`src/rtl/bus_yield_pkg.sv`:
```
package bus_yield_pkg;

    typedef enum logic [2:0] {
        ST_IDLE     = 3'd0,
        ST_WAIT_END = 3'd1,
        ST_FLOAT    = 3'd2,
        ST_GRANTED  = 3'd3,
        ST_RELEASE  = 3'd4,
        ST_RECLAIM  = 3'd5
    } yield_state_e;

    // One enable per bus group; 1 = local drivers active
    typedef struct packed {
        logic addr;
        logic data;
        logic ctrl;
    } bus_oe_t;

    localparam int NUM_BUS = $bits(bus_oe_t);

    // States in which the local side owns and drives the bus
    function automatic logic state_drives(yield_state_e s);
        return (s == ST_IDLE) || (s == ST_WAIT_END) || (s == ST_RECLAIM);
    endfunction

    function automatic bus_oe_t oe_for_state(yield_state_e s);
        bus_oe_t o;
        o.addr = state_drives(s);
        o.data = state_drives(s);
        o.ctrl = state_drives(s);
        return o;
    endfunction

    function automatic int max3(int a, int b, int c);
        int m;
        m = (a > b) ? a : b;
        return (m > c) ? m : c;
    endfunction

endpackage

```
`src/rtl/yield_req_sync.sv`:
```
module yield_req_sync #(
    parameter int STAGES = 2
) (
    input  logic clk,
    input  logic rst,
    input  logic async_i,
    output logic sync_o
);
    logic [STAGES-1:0] chain_q;

    always_ff @(posedge clk) begin
        if (rst) chain_q <= '0;
        else     chain_q <= STAGES'({chain_q, async_i});
    end

    assign sync_o = chain_q[STAGES-1];
endmodule

```
`src/rtl/yield_dwell_timer.sv`:
```
module yield_dwell_timer #(
    parameter int MAX_LEN = 1,
    localparam int W = $clog2(MAX_LEN + 1)
) (
    input  logic         clk,
    input  logic         rst,
    input  logic         restart_i,
    output logic [W-1:0] count_o
);
    logic [W-1:0] count_q;

    always_ff @(posedge clk) begin
        if (rst || restart_i)   count_q <= '0;
        else if (count_q != '1) count_q <= count_q + 1'b1;
    end

    assign count_o = count_q;
endmodule

```
`src/rtl/yield_fsm.sv`:
```
module yield_fsm
    import bus_yield_pkg::*;
#(
    parameter int FLOAT_CYCLES   = 1,
    parameter int RELEASE_CYCLES = 1,
    parameter int RECLAIM_CYCLES = 1
) (
    input  logic         clk,
    input  logic         rst,
    input  logic         req_s_i,
    input  logic         busy_i,
    output yield_state_e state_q_o,
    output yield_state_e state_d_o
);
    localparam int MAX_LEN = max3(FLOAT_CYCLES, RELEASE_CYCLES, RECLAIM_CYCLES);
    localparam int CW      = $clog2(MAX_LEN + 1);
    localparam logic [CW-1:0] FLOAT_LAST   = CW'(FLOAT_CYCLES - 1);
    localparam logic [CW-1:0] RELEASE_LAST = CW'(RELEASE_CYCLES - 1);
    localparam logic [CW-1:0] RECLAIM_LAST = CW'(RECLAIM_CYCLES - 1);

    yield_state_e  state_q, state_d;
    logic [CW-1:0] dwell;

    yield_dwell_timer #(.MAX_LEN(MAX_LEN)) i_dwell (
        .clk      (clk),
        .rst      (rst),
        .restart_i(state_d != state_q),
        .count_o  (dwell)
    );

    always_comb begin
        state_d = state_q;
        unique case (state_q)
            ST_IDLE:     if (req_s_i) state_d = ST_WAIT_END;
            ST_WAIT_END: begin
                if (!req_s_i)     state_d = ST_IDLE;
                else if (!busy_i) state_d = ST_FLOAT;
            end
            ST_FLOAT: begin
                if (!req_s_i)                 state_d = ST_RECLAIM;
                else if (dwell == FLOAT_LAST) state_d = ST_GRANTED;
            end
            ST_GRANTED:  if (!req_s_i) state_d = ST_RELEASE;
            ST_RELEASE:  if (dwell == RELEASE_LAST) state_d = ST_RECLAIM;
            ST_RECLAIM:  if (dwell == RECLAIM_LAST) state_d = ST_IDLE;
            default:     state_d = ST_IDLE;
        endcase
    end

    always_ff @(posedge clk) begin
        if (rst) state_q <= ST_IDLE;
        else     state_q <= state_d;
    end

    assign state_q_o = state_q;
    assign state_d_o = state_d;
endmodule

```
`src/rtl/yield_bus_drive.sv`:
```
module yield_bus_drive
    import bus_yield_pkg::*;
(
    input  logic         clk,
    input  logic         rst,
    input  yield_state_e state_d_i,
    output bus_oe_t      oe_o,
    output logic         ack_o
);
    logic [NUM_BUS-1:0] want;
    logic [NUM_BUS-1:0] oe_q;
    logic               ack_q;

    assign want = oe_for_state(state_d_i);

    // One registered enable per bus group, glitch-free at the pins
    for (genvar b = 0; b < NUM_BUS; b++) begin : g_oe
        always_ff @(posedge clk) begin
            if (rst) oe_q[b] <= 1'b1;
            else     oe_q[b] <= want[b];
        end
    end

    always_ff @(posedge clk) begin
        if (rst) ack_q <= 1'b0;
        else     ack_q <= (state_d_i == ST_GRANTED);
    end

    assign oe_o  = bus_oe_t'(oe_q);
    assign ack_o = ack_q;
endmodule

```
`src/rtl/bus_yield_ctrl.sv`:
```
module bus_yield_ctrl
    import bus_yield_pkg::*;
#(
    parameter int SYNC_STAGES    = 2,
    parameter int FLOAT_CYCLES   = 1,
    parameter int RELEASE_CYCLES = 1,
    parameter int RECLAIM_CYCLES = 1
) (
    input  logic clk,
    input  logic rst,
    input  logic hold_req_i,
    input  logic cyc_busy_i,
    output logic cyc_start_ok_o,
    output logic addr_oe_o,
    output logic data_oe_o,
    output logic ctrl_oe_o,
    output logic hold_ack_o,
    output logic ext_buf_oe_n_o
);
    logic         req_s;
    yield_state_e state_q, state_d;
    bus_oe_t      oe;
    logic         ack;

    yield_req_sync #(.STAGES(SYNC_STAGES)) i_sync (
        .clk    (clk),
        .rst    (rst),
        .async_i(hold_req_i),
        .sync_o (req_s)
    );

    yield_fsm #(
        .FLOAT_CYCLES  (FLOAT_CYCLES),
        .RELEASE_CYCLES(RELEASE_CYCLES),
        .RECLAIM_CYCLES(RECLAIM_CYCLES)
    ) i_fsm (
        .clk      (clk),
        .rst      (rst),
        .req_s_i  (req_s),
        .busy_i   (cyc_busy_i),
        .state_q_o(state_q),
        .state_d_o(state_d)
    );

    yield_bus_drive i_drive (
        .clk      (clk),
        .rst      (rst),
        .state_d_i(state_d),
        .oe_o     (oe),
        .ack_o    (ack)
    );

    // New local cycles only from idle and only with no pending request
    assign cyc_start_ok_o = (state_q == ST_IDLE) && !req_s;
    assign addr_oe_o      = oe.addr;
    assign data_oe_o      = oe.data;
    assign ctrl_oe_o      = oe.ctrl;
    assign hold_ack_o     = ack;
    assign ext_buf_oe_n_o = ack;
endmodule

```
`config.mk`:
```
export PLATFORM = sky130hd
export DESIGN_NAME = bus_yield_ctrl
export DESIGN_NICKNAME = d
export VERILOG_FILES = /design/src/rtl/bus_yield_pkg.sv /design/src/rtl/yield_req_sync.sv /design/src/rtl/yield_dwell_timer.sv /design/src/rtl/yield_fsm.sv /design/src/rtl/yield_bus_drive.sv /design/src/rtl/bus_yield_ctrl.sv
export SDC_FILE = /design/constraint.sdc
export NUM_CORES = 1
export LEC_CHECK = 0
export CAP_MARGIN = 0
export CORE_AREA = 3 3 40 42
export CTS_CLUSTER_DIAMETER = 60
export CTS_CLUSTER_SIZE = 30
export DETAILED_ROUTE_END_ITERATION = 12
export DIE_AREA = 0 0 43 45
export PLACE_DENSITY = 0.56
export SLEW_MARGIN = 40
export SYNTH_ARGS = -nofsm -noshare
export SYNTH_HDL_FRONTEND = slang
export SYNTH_SLANG_ARGS = --single-unit
```
`constraint.sdc`:
```
create_clock -name clk -period 2.4 [get_ports clk]
set_input_delay 0.48 -clock clk [delete_from_list [all_inputs] [get_ports clk]]
set_output_delay 0.48 -clock clk [all_outputs]
set_load 0.005 [all_outputs]
```
==> results.ini <==
[status]
outcome=finished clean

[finish]
num-nets-final=58
seqCellArea_sq_um=160
num_antenna_cells=0
multi_input_area_sq_um=194
area_delta_synth_final_pct=22.7
drive_gt1_share_pct=11.5
fillers=140

[grt]
grt_pass1_wl_mm=1.26
grt_start_max_net_pins=12
grt_pass1_vias=289
antenna_found_initial=0
grt_util_all_layers_pct=9.11
globalRouteOverflowTotal=0

[drt]
wl_met2_microns=319
drcViolationCount=0
met1Wirelength_microns=336
firstDrtPassIters=2
ant_nets=0
wire_per_inst_microns=10.4
wl_microns=695
drt-vias-per-instance=4.84
vias=324
drt_iter0_markers=5
dr_wl_met3_microns=40
top_layer_used=met3

[setup_path]
reg2reg_from=i_fsm.state_q_o[1]
arrival_ns=1.67
crit_start=i_fsm.state_q_o[1]
r2r-end=i_drive.oe_o[0]
r2r_slack_ns=1.09
crit_required_ns=1.92
worstSetupStartpointType=register
path_class=reg2out
worst_setup_path_end_kind=primary output
cp_max_fo=11
worstRegToRegCells=4
endpoint=cyc_start_ok_o

[min_path]
hp-class=reg2reg

[logic_synthesis]
netlist.top_cell.by_area=dfxtp_1
syn-cell-area_sq_um=402
ys_seq_area_share_pct=39.9
synthesis.nets=50
synth_top_area_share_pct=39.9
syn_area_per_cell_sq_um=8.73
synthDistinctLibCells=24
synth-seq-cells=8
synth_area_leaders=dfxtp_1 40%, nor2b_1 7.8%, buf_4 7.5%
syn_inst=46
synth_warnings=0

[clock_network]
clock_path_buffers=2
cts.clk_slew.worst_paths_ns=0.05
ctsHoldBuffers=0
cts-resized-gates=0
cts_tree=done
worstSkewPairLatency_ns=0.25
cts_setup_buffers=0
cts.sinks=8
cts_made_buffers=3
htreeDepth=1
cts-root-buf=clkbuf_4

[sta]
fin_skew_ns=0.00418
rsz0062_at_grt=false
fmax_mhz=466
hold_viol_final=0
layout_min_cycle_time_ns=2.15
setup_viol=0
slew_headroom_pct=78.4
tightest_slew_ns=0.324
final_max_slew_viol_count=0
min_period_over_period_pct=89.4
setup_tns_ns=0

[pwr]
p_per_area_mw_per_mm2=525
p_leak_nw=0.167
pwr-share-seq_pct=54.5
finalPower_mw=0.259
power_frac_comb_pct=7.7
ir_drop_uv=257
p_switching_mw=0.0535
p_int_mw=0.205
clkPwrFrac_pct=37.8
p_sw_share_pct=20.7

[floorplanning]
initial_core_util_pct=31.3
boundaryPins=10
coreArea_sq_mm=0.00128
die-area_sq_mm=0.00194
dieWidth_microns=43
rows=13
die_h_microns=45

[flow_run]
maxCapViolations=0

[place]
io_buffers=9
place_hpwl_microns=546
routabilityCongestion=0.698

[synthesized netlist by cell type]
cell type / number
dfxtp_1: 8
nor2b_1: 5
buf_4: 4
nor2_1: 4
a21oi_1: 3
inv_1: 2
nor3_1: 2
o21ai_1: 2
a211oi_1: 1
a21oi_2: 1
a221oi_1: 1
a22oi_1: 1
buf_2: 1
clkbuf_2: 1
nand2_1: 1
nand2b_1: 1
nand4_2: 1
nor3b_1: 1
nor4_2: 1
o211ai_1: 1
o21bai_1: 1
o31ai_1: 1
or3_1: 1
or3b_1: 1
[worst min-delay path by stage]
stage / from / endpoint / cells after the start
floorplan: i_sync.chain_q[0] / i_sync.chain_q[1] / 1
global route: i_sync.chain_q[0] / i_sync.chain_q[1] / 1
global placement: i_sync.chain_q[0] / i_sync.chain_q[1] / 1
finish: i_sync.chain_q[0] / i_sync.chain_q[1] / 1
CTS: i_sync.chain_q[0] / i_sync.chain_q[1] / 1
detailed placement: i_sync.chain_q[0] / i_sync.chain_q[1] / 1
[flip-flops by register name, summed over array words and instances, names as in the netlist]
signal / flops
i_fsm.i_dwell.count_o: 1
i_fsm.state_q_o: 3
i_drive.oe_o: 1
i_drive.ack_o: 1
i_sync.chain_q: 2
[cells by family after synthesis]
logic type	synth area share (%)
simple gates	28.3
flops	39.9
buf+inv	11.8
compound gates	19.9
[worst max-delay path, stage by stage (launching register included)]
cell and delay (ns):
dfxtp_1 0.40, or3_1 0.43, nor2_1 0.10, clkdlybuf4s50_1 0.50
[through the flow]
step           hold WS (ns)  setup slack, ns  utilization, %  cell area (sq um)  cells
6_report              0.435            0.254            38.4                493     67
5_1_grt               0.456            0.119            38.4                493     67
4_1_cts               0.444            0.241            38.4                493     67
3_5_place_dp          0.428            0.516            36.6                470     64
3_3_place_gp          0.420            0.530            36.6                470     64
2_1_floorplan         0.414            0.971               -                402     46
[cell type report]
cell class	count	share of cell area [%]
Multi-Input combinational cell	30	39.3
Sequential cell	8	32.5
Timing Repair Buffer	9	18.3
Clock buffer	3	4.57
Tap cell	15	3.81
Inverter	2	1.52
[placed cells by master, fill, tap and decap left out, drive strengths merged]
| cell | instances |
|---|---|
| clkdlybuf4s50 | 9 |
| dfxtp | 8 |
| nor2b | 5 |
| nor2 | 4 |
| a21oi | 4 |
| clkbuf | 3 |
| inv | 2 |
| nor3 | 2 |
| o21ai | 2 |
| or3 | 1 |
| nand2 | 1 |
| or3b | 1 |
| nand4 | 1 |
| nand2b | 1 |
| a22oi | 1 |
| o21bai | 1 |
| o211ai | 1 |
| o31ai | 1 |
| nor3b | 1 |
| a221oi | 1 |
| a211oi | 1 |
| nor4 | 1 |
[power groups by stage]
stage / Clock, mW / Combinational (mW) / Sequential, mW
after global routing: 0.111 / 0.0228 / 0.141
after CTS: 0.105 / 0.0202 / 0.141
after detailed placement: 0 / 0.0201 / 0.144
final: 0.0978 / 0.0198 / 0.141
after floorplan: 0 / 0.0112 / 0.142
after global placement: 0 / 0.0202 / 0.144
[metal layers]
metal,track usage (%),up-vias
met5,0,-
met4,5.42,0
met2,12.3,7
li1,-,173
met1,11.4,144
met3,4.78,0
Note: power is estimated with default switching activity, not from simulation.
